`src/rtl/spi_pkg.sv`:
```
package spi_pkg;
  localparam int unsigned DATA_W     = 16;
  localparam int unsigned LEN_W      = 4;
  localparam int unsigned DIV_W      = 8;
  localparam int unsigned CFG_W      = DIV_W + LEN_W + 2;
  localparam int unsigned MIN_LEN_M1 = 3;

  typedef struct packed {
    logic [DIV_W-1:0] div;
    logic [LEN_W-1:0] len_m1;
    logic             master;
    logic             en;
  } spi_mode_t;

  function automatic logic [DATA_W-1:0] len_mask(input logic [LEN_W-1:0] lm);
    logic [DATA_W-1:0] m;
    for (int i = 0; i < DATA_W; i++) m[i] = (i <= int'(lm));
    return m;
  endfunction
endpackage

```
`src/rtl/spi_sync.sv`:
```
module spi_sync #(
  parameter int unsigned W      = 1,
  parameter int unsigned STAGES = 2,
  parameter logic [W-1:0] RST_VAL = '0
) (
  input  logic         clk_i,
  input  logic         rst_ni,
  input  logic [W-1:0] d_i,
  output logic [W-1:0] q_o
);
  logic [W-1:0] stg [STAGES];

  for (genvar g = 0; g < STAGES; g++) begin : g_stage
    if (g == 0) begin : g_first
      always_ff @(posedge clk_i or negedge rst_ni)
        if (!rst_ni) stg[0] <= RST_VAL;
        else         stg[0] <= d_i;
    end else begin : g_next
      always_ff @(posedge clk_i or negedge rst_ni)
        if (!rst_ni) stg[g] <= RST_VAL;
        else         stg[g] <= stg[g-1];
    end
  end

  assign q_o = stg[STAGES-1];
endmodule

```
`src/rtl/spi_baud_gen.sv`:
```
module spi_baud_gen #(
  parameter int unsigned DIV_W = 8
) (
  input  logic             clk_i,
  input  logic             rst_ni,
  input  logic             run_i,
  input  logic [DIV_W-1:0] div_i,
  output logic             tick_o
);
  logic [DIV_W-1:0] cnt_q;
  logic             wrap;

  assign wrap   = (cnt_q == div_i);
  assign tick_o = run_i && wrap;

  // counter restarts from zero whenever the engine is idle
  always_ff @(posedge clk_i or negedge rst_ni)
    if (!rst_ni)              cnt_q <= '0;
    else if (!run_i || wrap)  cnt_q <= '0;
    else                      cnt_q <= cnt_q + 1'b1;
endmodule

```
`src/rtl/spi_hold_regs.sv`:
```
module spi_hold_regs #(
  parameter int unsigned DATA_W = 16
) (
  input  logic              clk_i,
  input  logic              rst_ni,
  input  logic              tx_we_i,
  input  logic [DATA_W-1:0] tx_data_i,
  input  logic              tx_take_i,
  output logic              tx_valid_o,
  output logic [DATA_W-1:0] tx_word_o,
  input  logic              rx_done_i,
  input  logic [DATA_W-1:0] rx_word_i,
  input  logic              rx_re_i,
  output logic [DATA_W-1:0] rx_data_o,
  output logic              rx_full_o,
  output logic              rx_ovr_o
);
  logic              tx_full_q;
  logic [DATA_W-1:0] tx_q;
  logic              rx_full_q, ovr_q;
  logic [DATA_W-1:0] rx_q;

  always_ff @(posedge clk_i or negedge rst_ni)
    if (!rst_ni) begin
      tx_full_q <= 1'b0;
      tx_q      <= '0;
    end else if (tx_take_i) begin
      tx_full_q <= 1'b0;
    end else if (tx_we_i && !tx_full_q) begin
      tx_full_q <= 1'b1;
      tx_q      <= tx_data_i;
    end

  always_ff @(posedge clk_i or negedge rst_ni)
    if (!rst_ni) begin
      rx_full_q <= 1'b0;
      ovr_q     <= 1'b0;
      rx_q      <= '0;
    end else if (rx_done_i) begin
      if (rx_full_q && !rx_re_i) begin
        ovr_q <= 1'b1;           // newest character dropped
      end else begin
        rx_q      <= rx_word_i;
        rx_full_q <= 1'b1;
        ovr_q     <= 1'b0;
      end
    end else if (rx_re_i) begin
      rx_full_q <= 1'b0;
      ovr_q     <= 1'b0;
    end

  assign tx_valid_o = tx_full_q;
  assign tx_word_o  = tx_q;
  assign rx_data_o  = rx_q;
  assign rx_full_o  = rx_full_q;
  assign rx_ovr_o   = ovr_q;
endmodule

```
`src/rtl/spi_shifter.sv`:
```
module spi_shifter
  import spi_pkg::*;
(
  input  logic              clk_i,
  input  logic              rst_ni,
  input  logic              en_i,
  input  logic              master_i,
  input  logic [LEN_W-1:0]  len_m1_i,
  input  logic              tick_i,
  input  logic              sck_rise_i,
  input  logic              sck_fall_i,
  input  logic              sel_act_i,
  input  logic              sdi_i,
  input  logic              tx_valid_i,
  input  logic [DATA_W-1:0] tx_word_i,
  output logic              tx_take_o,
  output logic              rx_done_o,
  output logic [DATA_W-1:0] rx_word_o,
  output logic              active_o,
  output logic              sck_o,
  output logic              sdo_o
);
  localparam logic [LEN_W-1:0] TOP_IDX = LEN_W'(DATA_W - 1);

  logic              active_q, sck_q, samp_q;
  logic [DATA_W-1:0] sh_q, sh_shift, ld_word, mask;
  logic [LEN_W-1:0]  cnt_q;
  logic              start, rise, fall, abort, last, reload;

  assign mask     = len_mask(len_m1_i);
  // left-justify so the character MSB sits at the output bit
  assign ld_word  = (tx_valid_i ? tx_word_i : '0) << (TOP_IDX - len_m1_i);
  assign sh_shift = {sh_q[DATA_W-2:0], samp_q};

  assign start  = en_i && !active_q && (master_i ? tx_valid_i : sel_act_i);
  assign rise   = active_q && (master_i ? (tick_i && !sck_q) : sck_rise_i);
  assign fall   = active_q && (master_i ? (tick_i &&  sck_q) : sck_fall_i);
  assign abort  = active_q && !master_i && !sel_act_i;
  assign last   = fall && (cnt_q == len_m1_i);
  assign reload = last && master_i && tx_valid_i;

  assign tx_take_o = (start && tx_valid_i) || (reload && !abort);
  assign rx_done_o = last && !abort;
  assign rx_word_o = sh_shift & mask;

  always_ff @(posedge clk_i or negedge rst_ni)
    if (!rst_ni) begin
      active_q <= 1'b0;
      sck_q    <= 1'b0;
      samp_q   <= 1'b0;
      sh_q     <= '0;
      cnt_q    <= '0;
    end else if (!en_i) begin
      active_q <= 1'b0;
      sck_q    <= 1'b0;
      cnt_q    <= '0;
    end else begin
      if (!master_i) sck_q <= 1'b0;
      if (abort) begin
        active_q <= 1'b0;
        cnt_q    <= '0;
      end else if (start) begin
        active_q <= 1'b1;
        sh_q     <= ld_word;
        cnt_q    <= '0;
        sck_q    <= 1'b0;
      end else begin
        if (rise) begin
          samp_q <= sdi_i;
          if (master_i) sck_q <= 1'b1;
        end
        if (fall) begin
          sck_q <= 1'b0;
          if (cnt_q == len_m1_i) begin
            cnt_q <= '0;
            if (reload) sh_q <= ld_word;
            else begin
              sh_q     <= sh_shift;
              active_q <= 1'b0;
            end
          end else begin
            cnt_q <= cnt_q + 1'b1;
            sh_q  <= sh_shift;
          end
        end
      end
    end

  assign active_o = active_q;
  assign sck_o    = sck_q;
  assign sdo_o    = active_q & sh_q[DATA_W-1];
endmodule

```
`src/rtl/spi_dbuf_ctrl.sv`:
```
module spi_dbuf_ctrl
  import spi_pkg::*;
#(
  parameter int unsigned SYNC_STAGES = 2
) (
  input  logic              clk_i,
  input  logic              rst_ni,
  input  logic              cfg_we_i,
  input  logic [CFG_W-1:0]  cfg_wdata_i,
  input  logic              tx_we_i,
  input  logic [DATA_W-1:0] tx_data_i,
  input  logic              rx_re_i,
  output logic [DATA_W-1:0] rx_data_o,
  output logic              tx_empty_o,
  output logic              rx_full_o,
  output logic              rx_ovr_o,
  output logic              sck_o,
  input  logic              sck_i,
  input  logic              sel_ni,
  input  logic              sdi_i,
  output logic              sdo_o
);
  spi_mode_t         mode_q;
  logic [LEN_W-1:0]  len_eff;
  logic              sck_s, sel_s, sdi_s, sck_prev_q;
  logic              s_rise, s_fall, sel_act, sdi_mux;
  logic              tick, sh_active, tx_take, tx_valid, rx_done;
  logic [DATA_W-1:0] tx_word, rx_word;

  always_ff @(posedge clk_i or negedge rst_ni)
    if (!rst_ni)       mode_q <= '0;
    else if (cfg_we_i) mode_q <= spi_mode_t'(cfg_wdata_i);

  assign len_eff = (mode_q.len_m1 < LEN_W'(MIN_LEN_M1)) ? LEN_W'(MIN_LEN_M1) : mode_q.len_m1;

  spi_sync #(.W(3), .STAGES(SYNC_STAGES), .RST_VAL(3'b010)) i_sync (
    .clk_i (clk_i),
    .rst_ni(rst_ni),
    .d_i   ({sck_i, sel_ni, sdi_i}),
    .q_o   ({sck_s, sel_s, sdi_s})
  );

  always_ff @(posedge clk_i or negedge rst_ni)
    if (!rst_ni) sck_prev_q <= 1'b0;
    else         sck_prev_q <= sck_s;

  assign s_rise  =  sck_s && !sck_prev_q;
  assign s_fall  = !sck_s &&  sck_prev_q;
  assign sel_act = !sel_s;
  // master samples the line directly; slave uses the aligned synchronized copy
  assign sdi_mux = mode_q.master ? sdi_i : sdi_s;

  spi_baud_gen #(.DIV_W(DIV_W)) i_baud (
    .clk_i (clk_i),
    .rst_ni(rst_ni),
    .run_i (sh_active && mode_q.master && mode_q.en),
    .div_i (mode_q.div),
    .tick_o(tick)
  );

  spi_shifter i_shift (
    .clk_i     (clk_i),
    .rst_ni    (rst_ni),
    .en_i      (mode_q.en),
    .master_i  (mode_q.master),
    .len_m1_i  (len_eff),
    .tick_i    (tick),
    .sck_rise_i(s_rise),
    .sck_fall_i(s_fall),
    .sel_act_i (sel_act),
    .sdi_i     (sdi_mux),
    .tx_valid_i(tx_valid),
    .tx_word_i (tx_word),
    .tx_take_o (tx_take),
    .rx_done_o (rx_done),
    .rx_word_o (rx_word),
    .active_o  (sh_active),
    .sck_o     (sck_o),
    .sdo_o     (sdo_o)
  );

  spi_hold_regs #(.DATA_W(DATA_W)) i_hold (
    .clk_i     (clk_i),
    .rst_ni    (rst_ni),
    .tx_we_i   (tx_we_i),
    .tx_data_i (tx_data_i),
    .tx_take_i (tx_take),
    .tx_valid_o(tx_valid),
    .tx_word_o (tx_word),
    .rx_done_i (rx_done),
    .rx_word_i (rx_word),
    .rx_re_i   (rx_re_i),
    .rx_data_o (rx_data_o),
    .rx_full_o (rx_full_o),
    .rx_ovr_o  (rx_ovr_o)
  );

  assign tx_empty_o = !tx_valid;
endmodule

```
`config.mk`:
```
export PLATFORM = sky130hd
export DESIGN_NAME = spi_dbuf_ctrl
export DESIGN_NICKNAME = d
export VERILOG_FILES = /design/src/rtl/spi_pkg.sv /design/src/rtl/spi_sync.sv /design/src/rtl/spi_baud_gen.sv /design/src/rtl/spi_hold_regs.sv /design/src/rtl/spi_shifter.sv /design/src/rtl/spi_dbuf_ctrl.sv
export SDC_FILE = /design/constraint.sdc
export NUM_CORES = 1
export LEC_CHECK = 0
export ABC_AREA = 1
export BUFFER_PORTS_ARGS = -buffer_cell sky130_fd_sc_hd__buf_2
export CORE_MARGIN = 5
export CORE_UTILIZATION = 45
export DETAILED_ROUTE_END_ITERATION = 16
export GPL_ROUTABILITY_DRIVEN = 1
export PLACE_DENSITY = 0.68
export SYNTH_ARGS = -nofsm -noshare
export SYNTH_HDL_FRONTEND = slang
export SYNTH_SLANG_ARGS = --single-unit
```
`constraint.sdc`:
```
create_clock -name clk_i -period 4 [get_ports clk_i]
set_clock_uncertainty 0.05 [all_clocks]
set_input_delay 0.2 -clock clk_i [delete_from_list [all_inputs] [get_ports clk_i]]
set_output_delay 0.2 -clock clk_i [all_outputs]
set_load 0.01 [all_outputs]
```
Word level (Yosys, flattened, before mapping)

Index checks and enable logic that the tools add are counted.
W data, S select, Z words.

Memories kept: 0
Bits of input ports: 38
ROM bits: 0
Logic and storage cells: 128
Bits in writable memories: 0
Output and inout port bits: 21
Latch bits: 0
Bits in registers: 87

Magnitude comparators: 16
Divide/modulo/power cells: 0
Equality and inequality tests: 6
Bitwise logic cells: 6
Shift operators: 1
Add/subtract/negate cells: 3
Multiply operators: 0
Multiplexer cells: 36
Reduce and logical (&&, ||, !) cells: 42

Operators with widths:

| cell                  | count |
|---|---|
| $mux W16              | 5 |
| $le A4 B4 Y1 const A  | 8 |
| $mux W1               | 24 |
| $mux W4               | 6 |
| $logic_and A1 B1 Y1   | 21 |
| $and A16 B16 Y16      | 1 |
| $le A3 B4 Y1 const A  | 4 |
| $shl A16 B4 Y16       | 1 |
| $logic_not A1 Y1      | 10 |
| $add A8 B1 Y8 const B | 1 |
| $eq A8 B8 Y1          | 1 |
| $le A2 B4 Y1 const A  | 2 |
| $mux W8               | 1 |
| $ne A4 B1 Y1 const B  | 2 |
| $reduce_and A2 Y1     | 3 |
| $reduce_and A3 Y1     | 2 |
| $reduce_bool A2 Y1    | 3 |
| $add A4 B1 Y4 const B | 1 |
| $eq A4 B4 Y1          | 1 |
| $le A1 B4 Y1 const A  | 1 |
| $lt A4 B2 Y1 const B  | 1 |
| $ne A4 B2 Y1 const B  | 1 |
| $not A1 Y1            | 4 |
| $reduce_and A4 Y1     | 1 |
| 4 further kinds       | 5 |

Logic depth before layout (Yosys ltp)

Gate-level depths: netlist (run 1).

Word-level depth: 15
Depth in mapped cells: 17
Gate-level depth less buffers: 15

Cells and area by module

Synthesis (run 1) repeated with hierarchy kept, for this count alone.

Cell total of the unflattened synthesis: 703
Area, all modules: 4994.8 sq um

By module, submodules not included:

| module        | times used | sequential area each (sq um) | area each (sq um) | cells each |
|---|---|---|---|---|
| spi_shifter   | 1          | 575.6                        | 2278.4            | 394 |
| spi_hold_regs | 1          | 875.8                        | 1397.6            | 150 |
| spi_dbuf_ctrl | 1          | 375.4                        | 629.4             | 79 |
| spi_baud_gen  | 1          | 200.2                        | 514.2             | 71 |
| spi_sync      | 1          | 152.6                        | 175.2             | 9 |

Worst setup path after synthesis (run 1)

No wires, ideal clock.

Path type: register to register
From: register mode_q[4] (netlist name)
To: register i_hold.rx_q[6] (netlist: i_hold.rx_data_o[6])
Data required time: 3827 ps
Data arrival time: 1607 ps
Clock period less this slack: 1781 ps
Setup time: 123 ps
Path slack: 2219 ps
Path buffers: 2
Stages on the path, launching flop included: 15
Path through: dfrtp_1 -> buf_6 -> inv_6 -> nand2_8 -> nand2_8 -> inv_2 -> nor2_2 -> o21ai_2 -> nor2_4 -> inv_4 -> nor2_4 -> nand3b_4 -> buf_6 -> nand2_2 -> o21ai_2

Longest elaborated chain between the ends: 6
Elaborated cells on any way between the ends: 8
Those cells by class: 2 x order compare; 1 x eq/ne; 1 x mux; 1 x bitwise; 3 x reduce/logical

RTL lines:

| element                                              | RTL line            | source |
|---|---|---|
| start: declaration                                   | spi_dbuf_ctrl.sv:23 | `spi_mode_t mode_q;` |
| start signal: assignment                             | spi_dbuf_ctrl.sv:32 | `else if (cfg_we_i) mode_q <= spi_mode_t'(cfg_wdata_i);` |
| $lt A4 B2 Y1                                         | spi_dbuf_ctrl.sv:34 | `assign len_eff = (mode_q.len_m1 < LEN_W'(MIN_LEN_M1)) ? LEN_W'(MIN_LEN_M1) : mode_q.len_m1;` |
| $mux W4 *                                            | spi_dbuf_ctrl.sv:34 |  |
| branches (longest 4 deep; another with $le A3 B4 Y1) | -                   |  |
| end signal: assignment                               | spi_hold_regs.sv:43 | `rx_q <= rx_word_i;` |
| end: declaration                                     | spi_hold_regs.sv:21 | `logic [DATA_W-1:0] rx_q;` |

Mark *: on every way between the ends.
A chain may end at the register's enable or synchronous reset.

Worst setup path in the final report (run 1)

From: register mode_q[5] (netlist name)
To: register i_hold.rx_q[15] (netlist: i_hold.rx_data_o[15])

Longest elaborated chain between the ends: 6
Elaborated cells on any way between the ends: 8
Those cells by class: 2 x order compare; 1 x eq/ne; 1 x mux; 1 x bitwise; 3 x reduce/logical

RTL lines:

| element                                              | RTL line |
|---|---|
| $lt A4 B2 Y1                                         | spi_dbuf_ctrl.sv:34 |
| $mux W4 *                                            | spi_dbuf_ctrl.sv:34 |
| branches (longest 4 deep; another with $le A4 B4 Y1) | - |

Marks and branches as above.

==> qor.txt, run 1 <==
Die height: 115 um
Slew HR: 27.2%
Max-cap violations: 0
Clock power share: 21.8%
Ys Warns: 0
Pin count of the biggest net entering global routing: 88
Max Fanout on Critical Path: 32
Cell family with most CP delay: simple AND/OR/NAND/NOR gates
Arr. time, crit path: 3140 ps
Count of pins over their slew limit: 0
Reg2reg setup slack: 1060 ps
Hold Buf Count CTS: 11
Post-CTS setup buffers: 0
All-layer global routing usage: 17.6%
N_diodes: 0
Int Power: 0.00169 W
Startpoint Class: flop
Final worst slack: 1060 ps
#FFs+latches synth: 87
Max Fclk: 340 MHz
Worst-Skew Late Latency: 370 ps
Cells after Synth: 604
Area of the multi-input gates: 0.00231 mm^2
Fillers: 1081
Worst path max stage delay: 750 ps
First drt pass iteration count: 5
Finish-stage setup viols: 0
Ports: 59
Netlist cell types: 42
Final period util: 73.5%
Final Routed Wirelength: 11000 um
Routed len/inst: 13.7 um
Share of power burned in combinational logic: 32.8%
Layout cells sized above 1: 23.8%
Tightest Pin Transition: 1090 ps
Violated checks: hold timing
Syn Area/Cell: 8.22 um^2
Register area: 0.00218 mm^2
Mapped Area: 0.00496 mm^2
FP Rows: 38
Starting Density: 45.8%
Fin. Hold Viols: 13
Root Buffer: clkbuf_8
Status: complete, but fails checks
First-pass GRT wire length: 18900 um
Antenna violations before repair: 0
Sw Pwr: 0.00104 W
Final core occ: 51.1%
# H-tree levels: 3
CP endpoint kind: flop
Register area share after synthesis: 43.9%
CTS tree: done
Min cycle time layout: 2940 ps
Critical path cell sequence: inv_4 > nand2_8 > nand2_2 > xor2_1 > nor2_4 > inv_4 > nor2_4 > nand3b_4 > nand2_1 > o21ai_2
RSZ-0062 raised after global routing: false
CTS max path bufs: 2
Initial DRC count: 240
WS Path Type: reg -> reg
Reg power frac: 45.4%
Vias in the first global route: 4016
Final ANT Viol Nets: 0
Leakage power: 2.79 nW
Core box area: 0.0108 mm^2
Required @ worst endpoint: 4200 ps
Dpl ws: 1040 ps
Nets: 699
Fin Setup TNS: 0 ps
Switching part of the total power: 38.1%
Reg clk slew, reported paths: 90 ps
WP buf/inv: 2
Chip width: 115 um
Slowest cell on the critical path: dfrtp_1
GRT overflow: 0
Via count: 4124
Port buffer count: 58
# resized after CTS: 0
Worst hold margin: -16.7 ps
Clk sink count: 87
Syn nets: 644
HP Class: in -> async
Die area: 0.0132 mm^2
Layout area overhead: 11.7%
Drt drc: 0
P per Cell Area: 493 mW/mm^2
GP Congestion: 0.894
DR vias/cell: 5.13
TritonCTS Buffers: 9
Peak supply drop: 258 uV
Post-DP HPWL: 7980 um
## sequential cells by signal, summed over array words and instances, names as in the netlist
register and count:
i_shift.cnt_q 4, i_sync.stg 3, i_hold.tx_word_o 16, i_shift.samp_q 1
i_hold.rx_ovr_o 1, i_hold.rx_data_o 16, i_baud.cnt_q 8, i_shift.sh_q 16
i_shift.active_o 1, i_shift.sck_o 1, i_sync.q_o 3, sck_prev_q 1
mode_q 14, i_hold.rx_full_o 1, i_hold.tx_valid_o 1
## final timing paths
path	from	to	depth (start not counted)
worst max-delay path	mode_q[5]	i_hold.rx_data_o[15]	10
worst min-delay path	rst_ni	i_hold.rx_full_o	1
worst max register to register	mode_q[5]	i_hold.rx_data_o[15]	10
worst min register to register	i_sync.stg[5]	i_sync.q_o[2]	0
max in group asynchronous	rst_ni	i_hold.tx_word_o[10]	1
min in group clk_i	tx_data_i[1]	i_hold.tx_word_o[1]	2
## kinds of logic (layout without fill, tap and decap cells)
logic type / count (synthesis) / in the layout / synth area share (%)
XOR/XNOR: 7 / 7 / 1.24
flip-flops: 87 / 87 / 43.9
buffers and inverters: 96 / 156 / 9.58
AND/OR/NAND/NOR: 309 / 309 / 29.8
AO/OA/AOI/OAI: 81 / 81 / 10.1
adder cells (fa/ha/maj): 2 / 2 / 0.504
multiplexers: 22 / 22 / 4.92
## stage by stage
| stage | instances | cell area (um^2) | hold slack (ps) | total power [W] |
|---|---|---|---|---|
| final | 804 | 5540 | -16.7 | 0.00273 |
| after global routing | 804 | 5540 | 1.49 | 0.00296 |
| after CTS | 803 | 5530 | 0.392 | 0.00276 |
| after detailed placement | 776 | 5230 | 257 | 0.00215 |
| after global placement | 776 | 5230 | 257 | 0.00213 |
| after floorplan | 604 | 4960 | -146 | 0.00194 |
## power groups by stage
stage               Combinational, W  Clock, W  Sequential [W]
CTS                         0.000902  0.000614         0.00124
global placement            0.000881         0         0.00125
finish                      0.000898  0.000596         0.00124
global route                 0.00104  0.000652         0.00127
detailed placement          0.000891         0         0.00126
floorplan                   0.000762         0         0.00118
## placed cells by master, fill, tap and decap left out, types with 4 or more instances in the layout
| cell | Yosys | layout |
|---|---|---|
| inv_2 | 6 | 6 |
| o21ai_0 | 32 | 32 |
| mux2_2 | 19 | 19 |
| xor2_1 | 4 | 4 |
| clkbuf_8 | 0 | 11 |
| dlygate4sd3_1 | 0 | 12 |
| o21ai_1 | 7 | 7 |
| nor2_2 | 4 | 4 |
| o21ai_2 | 17 | 17 |
| dfrtp_1 | 85 | 85 |
| nand3_1 | 60 | 60 |
| inv_1 | 59 | 59 |
| nand2_1 | 178 | 178 |
| a21oi_1 | 12 | 12 |
| o211ai_1 | 10 | 10 |
| nor2_1 | 25 | 25 |
| nand2_2 | 16 | 16 |
| nand2_4 | 4 | 4 |
| buf_2 | 7 | 57 |
## worst reg2reg max path: stages, from the launching register on
cell and delay, ps:
dfrtp_1 750, inv_4 190, nand2_8 150, nand2_2 280
xor2_1 280, nor2_4 210, inv_4 50, nor2_4 160
nand3b_4 410, nand2_1 230, o21ai_2 60
## routing by layer
metal / wire, um / vias to the layer above / share of wire [%] / global-route usage [%]
li1: - / 2058 / - / -
met2: 4880 / 108 / 44 / 27.2
met4: 114 / 0 / 1.0 / 4.46
met1: 5410 / 1949 / 49 / 25.7
met3: 618 / 9 / 5.6 / 3.21
met5: 0 / - / 0 / 0
## synthesized netlist by cell type, drive strengths merged
cell type	number	area, um^2
a21oi	13	68.8
buf	20	178
clkbuf	6	22.5
clkinv	1	3.75
dfrtp	85	2130
dfstp	2	52.6
ha	2	25.0
inv	69	272
mux2	19	214
mux2i	3	30.0
nand2	200	853
nand3	61	310
nand3b	2	27.5
nand4	4	55.1
nor2	31	141
nor3	5	41.3
nor3b	3	22.5
nor4	3	25.0
o211ai	10	75.1
o21ai	56	344
o22ai	2	12.5
xnor2	3	26.3
xor2	4	35.0
## layout make-up
type	instances	area share [%]
clock inverter	5	0.723
timing repair buffer	70	7.45
clock buffer	11	2.73
inverter	70	4.97
sequential	87	39.3
tap	140	3.16
multi-input combinational	421	41.6
Power figures use the tool's default switching activity.
==> run 2, diff against run 1 <==
==> constraint.sdc (replaced) <==
create_clock -name clk_i -period 2.9 [get_ports clk_i]
set_clock_uncertainty 0.05 [all_clocks]
set_input_delay 0.145 -clock clk_i [delete_from_list [all_inputs] [get_ports clk_i]]
set_output_delay 0.145 -clock clk_i [all_outputs]
set_load 0.01 [all_outputs]
==> qor.txt, run 2 (same netlist as run 1, synthesis figures left out) <==
Status: completed
GP Congestion: 0.941
# resized after CTS: 0
HP Class: in -> reg
WS Path Type: reg -> reg
Startpoint Class: flop
Port buffer count: 58
Arr. time, crit path: 2580 ps
Fin. Hold Viols: 0
CP endpoint kind: flop
Chip width: 115 um
# H-tree levels: 3
Die area: 0.0132 mm^2
RSZ-0062 raised after global routing: false
CTS tree: done
Slew HR: 28.7%
Max Fclk: 423 MHz
Core box area: 0.0108 mm^2
Final period util: 81.5%
Max-cap violations: 0
Antenna violations before repair: 0
Clk sink count: 87
First-pass GRT wire length: 19500 um
Routed len/inst: 13.8 um
Drt drc: 0
Starting Density: 45.8%
Worst-Skew Late Latency: 380 ps
Max Fanout on Critical Path: 32
Leakage power: 2.89 nW
Post-DP HPWL: 8120 um
Final ANT Viol Nets: 0
Most common cell after layout, fill and taps aside: nand2_1
Count of pins over their slew limit: 0
First drt pass iteration count: 5
Layout area overhead: 16.9%
Die height: 115 um
P per Cell Area: 665 mW/mm^2
Final Routed Wirelength: 11500 um
N_diodes: 0
Tightest Pin Transition: 1070 ps
Vias in the first global route: 4063
Pin count of the biggest net entering global routing: 88
All-layer global routing usage: 18.6%
Finish-stage setup viols: 0
Initial DRC count: 343
Root Buffer: clkbuf_8
Min cycle time layout: 2360 ps
Reg2reg setup slack: 540 ps
Commonest non-fill, non-tap cells in the layout: nand2_1, dfrtp_1, nand3_1, inv_1, buf_2
Placed Cells: 779
Required @ worst endpoint: 3110 ps
Fin Setup TNS: 0 ps
TritonCTS Buffers: 9
Reg clk slew, reported paths: 90 ps
GRT overflow: 0
Nets: 725
Layout cells sized above 1: 23.2%
CTS max path bufs: 2
Ports: 59
DR vias/cell: 5.08
Peak supply drop: 326 uV
Hold Buf Count CTS: 35
Via count: 4218
FP Rows: 38
Post-CTS setup buffers: 0
Finished Layout Cells: 830
[run 2: changes by cell type in the layout (fill, tap and decap cells not counted), sizes merged]
cell | before | now
clkinvlp | 0 | 3
clkbuf | 11 | 10
clkinv | 4 | 2
bufinv | 0 | 1
dlygate4sd3 | 12 | 35
inv | 71 | 70
buf | 58 | 61
[run 2: worst paths after layout]
| kind | from | to | cells past startpoint |
|---|---|---|---|
| setup / recovery | mode_q[5] | i_hold.rx_data_o[15] | 12 |
| max in group asynchronous | rst_ni | i_hold.tx_word_o[3] | 2 |
| hold reg to reg | i_sync.stg[3] | i_sync.q_o[0] | 0 |
| min in group asynchronous | rst_ni | i_hold.rx_full_o | 2 |
| setup reg to reg | mode_q[5] | i_hold.rx_data_o[15] | 12 |
| hold / removal | cfg_we_i | mode_q[10] | 3 |
[run 2: where the power goes]
group | internal [W] | switching [W] | total [W] | leakage, nW
clock network | 0.000402 | 0.000459 | 0.000862 | 0.0891
logic | 0.000512 | 0.000788 | 0.00130 | 1.70
registers | 0.00148 | 0.000212 | 0.00169 | 1.11
[run 2: area by class of cell]
type | instances | area, um^2
clock buffer | 10 | 128
clock inverter | 6 | 70.1
fill | 1070 | 5040
inverter | 70 | 275
multi-input combinational | 421 | 2310
sequential | 87 | 2180
tap | 140 | 175
timing repair buffer | 96 | 666
[run 2: per-layer routing]
metal	share of wire (%)	vias up	global-route usage [%]
li1	-	2114	-
met1	47	1961	26.6
met2	44	126	28.0
met3	6.5	17	3.11
met4	2.0	0	7.36
met5	0	-	0
[run 2: critical path: stages, from the launching register on]
cell and delay, ps:
dfrtp_1 420, inv_4 160, nand2_8 90, nand2_8 120
inv_2 140, nor2_2 120, o21ai_2 70, nor2_4 160
inv_4 50, nor2_4 170, nand3b_4 420, nand2_1 210
o21ai_2 70
[run 2: stage by stage]
step	instance area [um^2]	util (%)	power (W)	setup slack (ps)	hold WS, ps
2_1_floorplan	4960	-	0.00268	1120	-201
3_3_place_gp	5250	48.5	0.00295	607	201
3_5_place_dp	5250	48.5	0.00297	520	205
4_1_cts	5800	53.5	0.00388	503	159
5_1_grt	5800	53.5	0.00417	327	198
6_report	5800	53.5	0.00386	536	168
